<file path="config.mk">
export PLATFORM = sky130hd
export DESIGN_NAME = clkctl_regbank
export DESIGN_NICKNAME = d
export VERILOG_FILES = /design/src/rtl/clkctl_pkg.sv /design/src/rtl/clkctl_addr_dec.sv /design/src/rtl/clkctl_pll_wr.sv /design/src/rtl/clkctl_regbank.sv
export SDC_FILE = /design/constraint.sdc
export NUM_CORES = 1
export LEC_CHECK = 0
export BUFFER_PORTS_ARGS = -buffer_cell sky130_fd_sc_hd__buf_2
export CORE_MARGIN = 4
export CORE_UTILIZATION = 35
export CTS_CLUSTER_DIAMETER = 120
export DETAILED_ROUTE_END_ITERATION = 8
export GPL_ROUTABILITY_DRIVEN = 0
export PLACE_DENSITY = 0.53
export SYNTH_ARGS = -nofsm -noshare
export SYNTH_HDL_FRONTEND = slang
export SYNTH_SLANG_ARGS = --single-unit
</file>
<file path="constraint.sdc">
create_clock -name clk -period 3.3 [get_ports clk]
set_input_delay 0.66 -clock clk [delete_from_list [all_inputs] [get_ports clk]]
set_output_delay 0.66 -clock clk [all_outputs]
set_load 0.1 [all_outputs]
</file>
<file path="src/rtl/clkctl_pkg.sv">
package clkctl_pkg;

    localparam int unsigned NUM_WORDS = 28;
    localparam int unsigned IDX_SWRST = 5;
    localparam int unsigned IDX_SEC   = 26;
    localparam int unsigned IDX_TICK  = 27;

    localparam int unsigned BIT_PDOWN = 12;
    localparam int unsigned BIT_LOSS  = 30;
    localparam int unsigned BIT_LOCK  = 31;

    typedef enum logic [2:0] {
        K_PLAIN,
        K_PLL,
        K_WO,
        K_SEC,
        K_TICK,
        K_NONE
    } kind_e;

    function automatic kind_e reg_kind(input int unsigned i);
        kind_e k;
        unique case (i)
            3, 4, 21, 24: k = K_PLL;
            IDX_SWRST:    k = K_WO;
            IDX_SEC:      k = K_SEC;
            IDX_TICK:     k = K_TICK;
            default:      k = (i < NUM_WORDS) ? K_PLAIN : K_NONE;
        endcase
        return k;
    endfunction

    function automatic logic [31:0] reg_reset(input int unsigned i);
        logic [31:0] v;
        unique case (i)
            0, 10, 12:  v = 32'hFFFF_FFFF;
            14, 15, 16: v = 32'hFFFF_FFFF;
            1:          v = 32'h004A_AAAA;
            2:          v = 32'h5413_F855;
            3:          v = 32'h8022_2101;
            4:          v = 32'h8020_2101;
            8:          v = 32'h0000_1000;
            9:          v = 32'h8000_0000;
            11:         v = 32'hAA4F_8F9F;
            13:         v = 32'h0300_0000;
            17:         v = 32'h0000_0003;
            21:         v = 32'h80C0_2105;
            23:         v = 32'h0400_0003;
            24:         v = 32'h8122_8606;
            25:         v = 32'h0000_00C8;
            default:    v = 32'h0000_0000;
        endcase
        return v;
    endfunction

endpackage

</file>
<file path="src/rtl/clkctl_addr_dec.sv">
module clkctl_addr_dec
    import clkctl_pkg::*;
#(
    parameter int unsigned AW = 10,
    parameter int unsigned NR = NUM_WORDS,
    parameter int unsigned IW = $clog2(NR)
) (
    input  logic [AW-1:0] word_addr,
    output logic          in_range,
    output logic [IW-1:0] idx,
    output kind_e         kind
);

    always_comb begin
        in_range = (word_addr < AW'(NR));
        idx      = word_addr[IW-1:0];
        kind     = in_range ? reg_kind(int'(idx)) : K_NONE;
    end

endmodule

</file>
<file path="src/rtl/clkctl_pll_wr.sv">
module clkctl_pll_wr
    import clkctl_pkg::*;
#(
    parameter int unsigned DW = 32
) (
    input  logic [DW-1:0] wr_word,
    input  logic          old_loss,
    output logic [DW-1:0] new_word
);

    always_comb begin
        new_word = wr_word;
        if (wr_word[BIT_PDOWN]) begin
            new_word[BIT_LOCK] = 1'b0;
            new_word[BIT_LOSS] = 1'b1;
        end else begin
            new_word[BIT_LOCK] = 1'b1;
            new_word[BIT_LOSS] = wr_word[BIT_LOSS] ? 1'b0 : old_loss;
        end
    end

endmodule

</file>
<file path="src/rtl/clkctl_regbank.sv">
module clkctl_regbank
    import clkctl_pkg::*;
#(
    parameter int unsigned DW = 32,
    parameter int unsigned AW = 10,
    parameter int unsigned NR = NUM_WORDS
) (
    input  logic          clk,
    input  logic          rst_n,
    input  logic [AW-1:0] word_addr,
    input  logic          wr_en,
    input  logic [DW-1:0] wr_data,
    input  logic          rd_en,
    output logic [DW-1:0] rd_data,
    input  logic [DW-1:0] sec_count_i,
    input  logic [DW-1:0] tick_count_i
);

    localparam int unsigned IW = $clog2(NR);

    logic          in_range;
    logic [IW-1:0] idx;
    kind_e         kind;
    logic [DW-1:0] word_q [NR];
    logic [DW-1:0] rd_next;

    clkctl_addr_dec #(.AW(AW), .NR(NR), .IW(IW)) u_dec (
        .word_addr (word_addr),
        .in_range  (in_range),
        .idx       (idx),
        .kind      (kind)
    );

    for (genvar g = 0; g < NR; g++) begin : g_word
        localparam kind_e       KIND = reg_kind(g);
        localparam logic [DW-1:0] RST = DW'(reg_reset(g));
        logic hit;
        assign hit = wr_en && in_range && (idx == IW'(g));

        if (KIND == K_PLL) begin : g_pll
            logic [DW-1:0] upd;
            clkctl_pll_wr #(.DW(DW)) u_pll (
                .wr_word  (wr_data),
                .old_loss (word_q[g][BIT_LOSS]),
                .new_word (upd)
            );
            always_ff @(posedge clk or negedge rst_n) begin
                if (!rst_n)   word_q[g] <= RST;
                else if (hit) word_q[g] <= upd;
            end
        end else if (KIND == K_PLAIN) begin : g_plain
            always_ff @(posedge clk or negedge rst_n) begin
                if (!rst_n)   word_q[g] <= RST;
                else if (hit) word_q[g] <= wr_data;
            end
        end else begin : g_nostore
            assign word_q[g] = '0;
        end
    end

    always_comb begin
        unique case (kind)
            K_NONE:  rd_next = '0;
            K_SEC:   rd_next = sec_count_i;
            K_TICK:  rd_next = tick_count_i;
            default: rd_next = word_q[idx];
        endcase
    end

    always_ff @(posedge clk or negedge rst_n) begin
        if (!rst_n)     rd_data <= '0;
        else if (rd_en) rd_data <= rd_next;
    end

endmodule

</file>
# ---- Word level (Yosys, flattened, before mapping)
# Cells that the tools add are included.
dict set report totals {
  romBits 0
  memories 0
  latch_bits 0
  ram_bits 0
  reg_bits 832
  out_inout_bits 32
  elab_cells 106
  inputBits 110
}
dict set report classes {
  n_div 0
  multipliers 0
  muxes 9
  addsub 0
  n_reduce_logical 33
  bitwise 1
  shift 0
  eq_ne 30
  order_cmp 3
}
# op n
set op_table {}
lappend op_table {{binary-select mux 32 bit (select 5 bit)} 1}
lappend op_table {{one-hot mux 32 bit (3 select lines)} 1}
lappend op_table {{two-way mux 32 bit} 2}
lappend op_table {{== test 5 bit (second input constant)} 12}
lappend op_table {{== test 5 x 4 -> 1 bit (second input constant)} 8}
lappend op_table {{logical AND 1 bit} 26}
lappend op_table {{== test 5 x 3 -> 1 bit (second input constant)} 4}
lappend op_table {{one-hot mux 3 bit (4 select lines)} 1}
lappend op_table {{== test 5 x 2 -> 1 bit (second input constant)} 2}
lappend op_table {{< comparator 10 x 5 -> 1 bit (second input constant)} 1}
lappend op_table {{AND reduction 2 bit} 4}
lappend op_table {{== test 3 bit (second input constant)} 2}
lappend op_table {{>= comparator 6 bit (second input constant)} 1}
lappend op_table {{two-way mux 3 bit} 2}
lappend op_table {{NOT 5 -> 6 bit} 1}
lappend op_table {{== test 5 x 1 -> 1 bit (second input constant)} 1}
lappend op_table {{logical NOT 5 bit} 1}
lappend op_table {{< comparator 5 bit (second input constant)} 1}
lappend op_table {{OR reduction 4 bit} 1}
lappend op_table {{== test 3 x 2 -> 1 bit (second input constant)} 1}
lappend op_table {{two-way mux 2 bit} 1}
lappend op_table {{nonzero test 2 bit} 1}
lappend op_table {{two-way mux 1 bit} 1}

# ---- Logic depth before layout (Yosys ltp)
# Gate-level depths: netlist of the first run.
dict set report logic_depth {
  depth_word 6
  depth_mapped 10
  ltp_nobuf 5
}

# ---- By module
# Synthesis of the first run repeated with hierarchy kept, for this count alone.
dict set report unflattened {
  hier_cells 2743
  area_unflattened_um2 39603.0
}
# mod area_per_inst_um2 seq_area_each_um2 instances cells_each
set by_module_without_submodules {}
lappend by_module_without_submodules {clkctl_regbank 38484.4 21166.6 1 2586}
lappend by_module_without_submodules {clkctl_pll_wr 241.5 0.0 4 33}
lappend by_module_without_submodules {clkctl_addr_dec 152.6 0.0 1 25}

# ---- Worst setup path after synthesis of the first run
# No wires, ideal clock.
dict set report synth_timing {
  kind {input -> register}
  start {input port word_addr[9]}
  end {register word_q[450] in the netlist's numbering}
  path_slack_ps 772
  n_path_buf 2
  setup_ps 125
  required_time_ps 3175
  t_arrival_ps 2403
  cell_stages 6
  cell_sequence {or4_4 nor3_4 buf_6 nand4_4 buf_6 mux2_4}
}
dict set report synth_between {
  elab_chain_cells 3
}
# item line
set synth_rtl {}
lappend synth_rtl {{start, declared} clkctl_regbank.sv:10} ;# input logic [AW-1:0] word_addr,
lappend synth_rtl {{< comparator 10 x 5 -> 1 bit} clkctl_addr_dec.sv:15} ;# in_range = (word_addr < AW'(NR));
lappend synth_rtl {{logical AND 1 bit} -}
lappend synth_rtl {{logical AND 1 bit} clkctl_regbank.sv:38} ;# assign hit = wr_en && in_range && (idx == IW'(g));
lappend synth_rtl {{end signal, assigned by index} clkctl_regbank.sv:54} ;# else if (hit) word_q[g] <= wr_data;
lappend synth_rtl {{end, declared} clkctl_regbank.sv:24} ;# logic [DW-1:0] word_q [NR];
# No other way between the ends.
# A chain may end at the register's enable or synchronous reset.

# ---- Worst setup path in the final report of the first run
dict set report layout_timing {
  start {input port word_addr[3]}
  end {register rd_data[27]}
}
dict set report layout_between {
  elab_chain_cells 6
  elab_cells_between_ends 21
  cone_classes {order compare (2); eq/ne (10); mux (7); bitwise (1); reduce/logical (1)}
}
# item line
set layout_rtl {}
lappend layout_rtl {{< comparator 5 bit, or another cell as far along} clkctl_pkg.sv:28} ;# default: k = (i < NUM_WORDS) ? K_PLAIN : K_NONE;
lappend layout_rtl {{two-way mux 3 bit or OR reduction 4 bit (tied branches)} {clkctl_pkg.sv:28, clkctl_pkg.sv:23}}
lappend layout_rtl {{one-hot mux 3 bit (4 select lines)} clkctl_pkg.sv:23} ;# unique case (i)
lappend layout_rtl {{two-way mux 3 bit} clkctl_addr_dec.sv:17} ;# kind = in_range ? reg_kind(int'(idx)) : K_NONE;
lappend layout_rtl {{== test 3 bit or == test 3 x 2 -> 1 bit (tied branches)} clkctl_regbank.sv:62} ;# unique case (kind)
lappend layout_rtl {{one-hot mux 32 bit (3 select lines) (*)} clkctl_regbank.sv:62}
lappend layout_rtl {{end signal, assigned} clkctl_regbank.sv:72} ;# else if (rd_en) rd_data <= rd_next;
lappend layout_rtl {{end, declared} clkctl_regbank.sv:14} ;# output logic [DW-1:0] rd_data,
# Mark *: on every way between the ends. The rest lies on a longest branch, timed or not. The select of a mux whose other input is x is not followed.

==> results of run 1 <==
==> worst max-delay path: stages <==
cell and delay [ns]:
sky130_fd_sc_hd__buf_2 0.31, sky130_fd_sc_hd__buf_4 0.19, sky130_fd_sc_hd__nand2b_1 0.20, sky130_fd_sc_hd__buf_4 0.33, sky130_fd_sc_hd__o22ai_1 0.23, sky130_fd_sc_hd__o21ai_0 0.51, sky130_fd_sc_hd__a21oi_1 0.20, sky130_fd_sc_hd__buf_4 0.20
sky130_fd_sc_hd__a221o_1 0.30
==> routing by layer <==
layer	GRT usage	up-vias	routed length (um)
li1	-	10890	-
met1	0.299	13700	55800
met2	0.357	842	61200
met3	0.0364	213	7320
met4	0.0682	2	4070
met5	0	-	11
==> kinds of logic (layout without fill, tap and decap cells) <==
group | Yosys count | in the layout | share of synthesized area
multiplexers | 977 | 977 | 0.309
AO/OA/AOI/OAI | 311 | 311 | 0.0560
other | 0 | 2 | 0
flip-flops | 832 | 832 | 0.544
buffers and inverters | 279 | 498 | 0.0320
AND/OR/NAND/NOR | 537 | 537 | 0.0594
==> layout make-up <==
class | count | share of cell area
clock buffers | 157 | 0.0622
inverters | 10 | 0.000833
flip-flops and latches | 832 | 0.470
diodes | 2 | 0.000111
clock inverters | 15 | 0.00350
well taps | 1488 | 0.0413
repair buffers | 316 | 0.0535
multi-input cells | 1825 | 0.369
==> stage by stage <==
| step | power [mW] | std cells |
|---|---|---|
| 2_1_floorplan | 11.3 | 2936 |
| 3_3_place_gp | 12.1 | 4471 |
| 3_5_place_dp | 12.1 | 4471 |
| 4_1_cts | 22.3 | 4643 |
| 5_1_grt | 22.9 | 4643 |
| 6_report | 22.1 | 4645 |
==> how the worst max path moves through the flow <==
stage                        endpoint  slack (ns)  cells after the start
after floorplan           word_q[450]        0.77                      6
after global placement    rd_data[27]        0.10                      9
after detailed placement  rd_data[26]        0.13                      7
after CTS                 rd_data[26]        0.81                      7
after global routing      rd_data[26]        0.77                      7
final                     rd_data[27]        0.69                      9
==> placed cells by master (no fill, tap or decap), types with 44 or more instances in the layout <==
| cell type | netlist | layout |
|---|---|---|
| sky130_fd_sc_hd__mux4_2 | 93 | 93 |
| sky130_fd_sc_hd__dfrtp_1 | 555 | 555 |
| sky130_fd_sc_hd__mux2_2 | 623 | 623 |
| sky130_fd_sc_hd__o21ai_0 | 65 | 65 |
| sky130_fd_sc_hd__mux2_4 | 56 | 56 |
| sky130_fd_sc_hd__o221ai_1 | 44 | 44 |
| sky130_fd_sc_hd__mux2i_1 | 196 | 196 |
| sky130_fd_sc_hd__dfstp_2 | 277 | 277 |
| sky130_fd_sc_hd__nand2_1 | 417 | 413 |
| sky130_fd_sc_hd__buf_4 | 4 | 146 |
| sky130_fd_sc_hd__buf_2 | 84 | 138 |
| sky130_fd_sc_hd__clkbuf_16 | 0 | 95 |
==> flip-flops by register name (all words and copies together), names as in the netlist <==
signal / cells
word_q: 800
rd_data: 32
==> power by group <==
group / leakage, nW / switching (mW) / internal, mW
logic: 9.37 / 0.994 / 0.485
clock network: 1.45 / 4.14 / 5.98
registers: 10.6 / 0.0800 / 10.4
total: 21.4 / 5.21 / 16.9
==> qor.yml, run 1 <==
port_buffers: 141
max_slew_violation_total_from_the_final_report: 0
number_of_antenna_violations_at_the_first_check_in_global_routing: 6
r2r_cells: 6
placed_area_um2: 42100
synth_enable_flop_cells: 0
clock_skew_ns: 0.0203
ir_worst_vdd_uv: 320
dp.final_hpwl_um: 82500
grt_setup_unrepaired: "no"
synth-seq-cells: 832
ys_dominant_reg_cell: "sky130_fd_sc_hd__dfrtp_1"
num-nets-final: 3188
regToRegStartpoint: "word_q[187]"
actual_transition_at_the_worst_max_transition_pin_ns: 1.47
routed_wirelength_um: 128000
post_drt_via_cell_ratio: 5.52
share_of_post_route_cells_with_drive_strength_above_1: 0.488
die_width_um: 341
synthDominantAreaCellType: "sky130_fd_sc_hd__dfrtp_1"
finalWorstSetupSlack_ns: 0.687
setup_violating_endpoint_count_in_the_final_report: 0
route.detailed.wl_per_inst_um: 27.6
critPathMaxFanout: 12
core_um2: 111000
finalWorstPathRequiredPeriod_ns: 2.61
initial_util: 0.352
grt_max_degree: 96
multiInputGateArea_um2: 16600
status: "complete, no violations"
synthTopCellsByArea: "sky130_fd_sc_hd__dfrtp_1, sky130_fd_sc_hd__dfstp_2, sky130_fd_sc_hd__mux2_2, sky130_fd_sc_hd__mux4_2, sky130_fd_sc_hd__mux2i_1"
hold_class: "in -> async"
final.period_utilization: 0.792
final.fill_count: 10269
vias: 25647
maxCapViolCount: 0
hold_viol: 0
timing_worst_setup_path_type: "in -> reg"
place_ws_ns: 0.127
post-cts-setup-buffers: 0
setup.reg_to_reg.worst_slack_ns: 1.24
first_global_vias: 27106
holdWs_ns: 0.118
io-pin-count: 142
synth.cells.most_frequent: "sky130_fd_sc_hd__mux2_2, sky130_fd_sc_hd__dfrtp_1, sky130_fd_sc_hd__nand2_1"
globalRouteTotalUtil: 0.219
initialDrtViolationCount: 1978
netlist_instances: 2936
finalInstanceArea_um2: 45100
drt_drc_violations_left: 0
root_buffer: "sky130_fd_sc_hd__clkbuf_16"
synth.distinct_cells: 61
clock_insertion_delay_worst_skew_ns: 0.65
grt_remaining_overflow: 0
clock-sinks: 832
cts_tree: "done"
seqCellArea_um2: 21200
setup_tns_ns: 0
final_antenna_net_count: 0
die_area_um2: 117000
synth_nets: 3046
finalCoreUtilization: 0.408
cts.path.max_buffers: 3
dieHeight_um: 341
post-synth-top-area-fraction: 0.357
cts_hold_buffers: 0
crit_path_start_kind: "input port"
leakage_nw: 21.4
required_ns: 3.84
synthesis.yosys.warnings: 0
yosys.cell_count.top_type: "sky130_fd_sc_hd__mux2_2"
cts_buffers: 93
worst_setup_hold_path_clk_slew_ns: 0.06
drt-pass1-iter-count: 5
postSynthAreaPerCell_um2: 13.3
areaGrowthSynthToFinish_pct: 15.8
cts.repair.resized: 0
grt_first_pass_wirelength_um: 189000
critical_register_to_register_path_endpoint: "rd_data[27]"
ys_async_sr_fraction: 1.00
worst_setup_path_startpoint: "word_addr[3]"
crit_path_end_kind: "flop"
max_freq_mhz: 383
crit_arrival_ns: 3.15
cts_htree_levels: 3
placementRows: 122
power_density_nw_per_um2: 490
relSlewSlack: 0.0178
synthesis.area_um2: 38900
synth.yosys.seq_area_share: 0.544
Note: power is estimated with default switching activity, not from simulation.
==> run 2, diff against run 1 <==
Settings changed: PLACE_DENSITY 0.53 to 0.55.
Clock period 3.3 ns to 2.1 ns, I/O delays scaled along.
==> qor.yml, run 2 (synthesis gave the netlist of run 1 again) <==
setup.reg_to_reg.worst_slack_ns: 0.19  # -1.05 ns
die_area_um2: 117000  # unchanged
r2r_cells: 5  # -1
largest-register: "word_q"
final.period_utilization: 0.942
leakage_nw: 22.8  # +6.7%
drt-pass1-iter-count: 5  # unchanged
initialDrtViolationCount: 1902  # -3.8%
clock_skew_ns: 0.0297  # +0.00935 ns
worst_setup_path_startpoint: "word_addr[2]"
grt_remaining_overflow: 0  # unchanged
placementRows: 122  # unchanged
setup_violating_endpoint_count_in_the_final_report: 0  # unchanged
required_ns: 2.70  # -1.14 ns
largest_regs: "word_q (800), rd_data (32)"
dieHeight_um: 341  # unchanged
root_buffer: "sky130_fd_sc_hd__clkbuf_16"
maxCapViolCount: 0  # unchanged
largest_register_ffs: 800  # unchanged
max_freq_mhz: 505
most-common-layout-cells: "sky130_fd_sc_hd__mux2_2, sky130_fd_sc_hd__dfrtp_1, sky130_fd_sc_hd__nand2_1"
vias: 25514  # -0.52%
final.fill_count: 10215  # -0.53%
drt_drc_violations_left: 0  # unchanged
worst_setup_hold_path_clk_slew_ns: 0.06  # about the same
max_slew_violation_total_from_the_final_report: 0  # unchanged
core_um2: 111000  # unchanged
hold_viol: 0  # unchanged
finalWorstPathRequiredPeriod_ns: 1.98
fin_cells: 4825  # +3.9%
initial_util: 0.352  # unchanged
die_width_um: 341  # unchanged
number_of_antenna_violations_at_the_first_check_in_global_routing: 3  # -3
power_density_nw_per_um2: 764  # +56%
routed_wirelength_um: 123000  # -4.2%
grt_first_pass_wirelength_um: 184000  # -2.8%
grt_max_degree: 93  # -3.1%
globalRouteTotalUtil: 0.211  # -0.00739
final_antenna_net_count: 0  # unchanged
post_drt_via_cell_ratio: 5.29  # -4.2%
cts_buffers: 95  # +2.2%
critical_register_to_register_path_endpoint: "rd_data[14]"
layout_commonest_cell: "sky130_fd_sc_hd__mux2_2"
min-delay-start: "sec_count_i[9]"
cts_tree: "done"
post-cts-setup-buffers: 0  # unchanged
finalWorstSetupSlack_ns: 0.121  # -0.566 ns
grt_setup_unrepaired: "no"
crit_path_start_kind: "input port"
place_ws_ns: -0.460  # -0.587 ns
numPlacedInstances: 4643  # +3.8%
port_buffers: 141  # unchanged
cts_htree_levels: 3  # unchanged
actual_transition_at_the_worst_max_transition_pin_ns: 0.711  # -0.756 ns
finalCoreUtilization: 0.432  # +0.0241
clock-sinks: 832  # unchanged
ir_worst_vdd_uv: 607  # +90%
num-nets-final: 3363  # +5.5%
route.detailed.wl_per_inst_um: 25.5  # -7.8%
worstHoldEndpoint: "rd_data[9]"
hold_class: "in -> reg"
holdWs_ns: 0.0805  # -0.0380 ns
timing_worst_setup_path_type: "in -> reg"
io-pin-count: 142  # unchanged
areaGrowthSynthToFinish_pct: 22.6
relSlewSlack: 0.526  # +0.508
first_global_vias: 26445  # -2.4%
critPathMaxFanout: 9  # -3
dp.final_hpwl_um: 82700  # +0.34%
regToRegStartpoint: "word_q[526]"
crit_path_end_kind: "flop"
cts.path.max_buffers: 3  # unchanged
status: "complete, no violations"
clock_insertion_delay_worst_skew_ns: 0.67  # +0.02 ns
share_of_post_route_cells_with_drive_strength_above_1: 0.522  # +0.0345
worstHoldPathCells: 3
crit_arrival_ns: 2.58  # -0.57 ns
[run 2: worst max path at each step]
stage	to	cells past startpoint
3_5_place_dp	rd_data[27]	8
2_1_floorplan	word_q[450]	6
5_1_grt	rd_data[27]	8
3_3_place_gp	rd_data[27]	8
4_1_cts	rd_data[15]	1
6_report	rd_data[27]	8
[run 2: worst max-delay path: stages]
cell                       delay (ns)
sky130_fd_sc_hd__buf_2           0.11
sky130_fd_sc_hd__buf_12          0.14
sky130_fd_sc_hd__buf_4           0.21
sky130_fd_sc_hd__o211ai_1        0.26
sky130_fd_sc_hd__and3_1          0.43
sky130_fd_sc_hd__o21ai_0         0.16
sky130_fd_sc_hd__a21oi_1         0.58
sky130_fd_sc_hd__a221o_1         0.24
[run 2: layout make-up]
| cell class | instances | area, um^2 | share of cell area |
|---|---|---|---|
| Antenna cell | 2 | 5.00 | 0.000105 |
| Clock buffer | 154 | 2930 | 0.0615 |
| Clock inverter | 25 | 354 | 0.00742 |
| Inverter | 10 | 37.5 | 0.000787 |
| Multi-Input combinational cell | 1825 | 16700 | 0.349 |
| Sequential cell | 832 | 21200 | 0.444 |
| Tap cell | 1488 | 1860 | 0.0390 |
| Timing Repair Buffer | 489 | 4700 | 0.0986 |
[run 2: report_power, final]
part	total [mW]	internal, mW	switching (mW)
registers	16.5	16.4	0.120
clock network	17.4	10.5	6.85
logic	2.59	1.01	1.58
[run 2: metal layers]
| metal | vias up | track usage | wire length (um) |
|---|---|---|---|
| li1 | 11256 | - | - |
| met4 | 2 | 0.0535 | 2730 |
| met1 | 13436 | 0.301 | 56800 |
| met3 | 167 | 0.0427 | 7330 |
| met2 | 653 | 0.330 | 56100 |
| met5 | - | 0 | 13 |
[run 2: repair_timing]
action | 4_1_cts | 5_1_grt
hold buffers | 1 | 0
hold endpoints to repair | 30 | 0
gates resized for setup | 1 | 1
endpoints found under the setup margin | 1 | 1
pin swaps | 0 | 0
[run 2: metrics by stage]
step / power (mW) / setup TNS (ns) / area, um^2
after detailed placement: 19.4 / -165.05 / 44400
after CTS: 36.9 / 0 / 47700
after global routing: 37.7 / 0 / 47700
after floorplan: 17.8 / -24.82 / 39100
after global placement: 19.3 / -172.57 / 44400
final: 36.4 / 0 / 47700
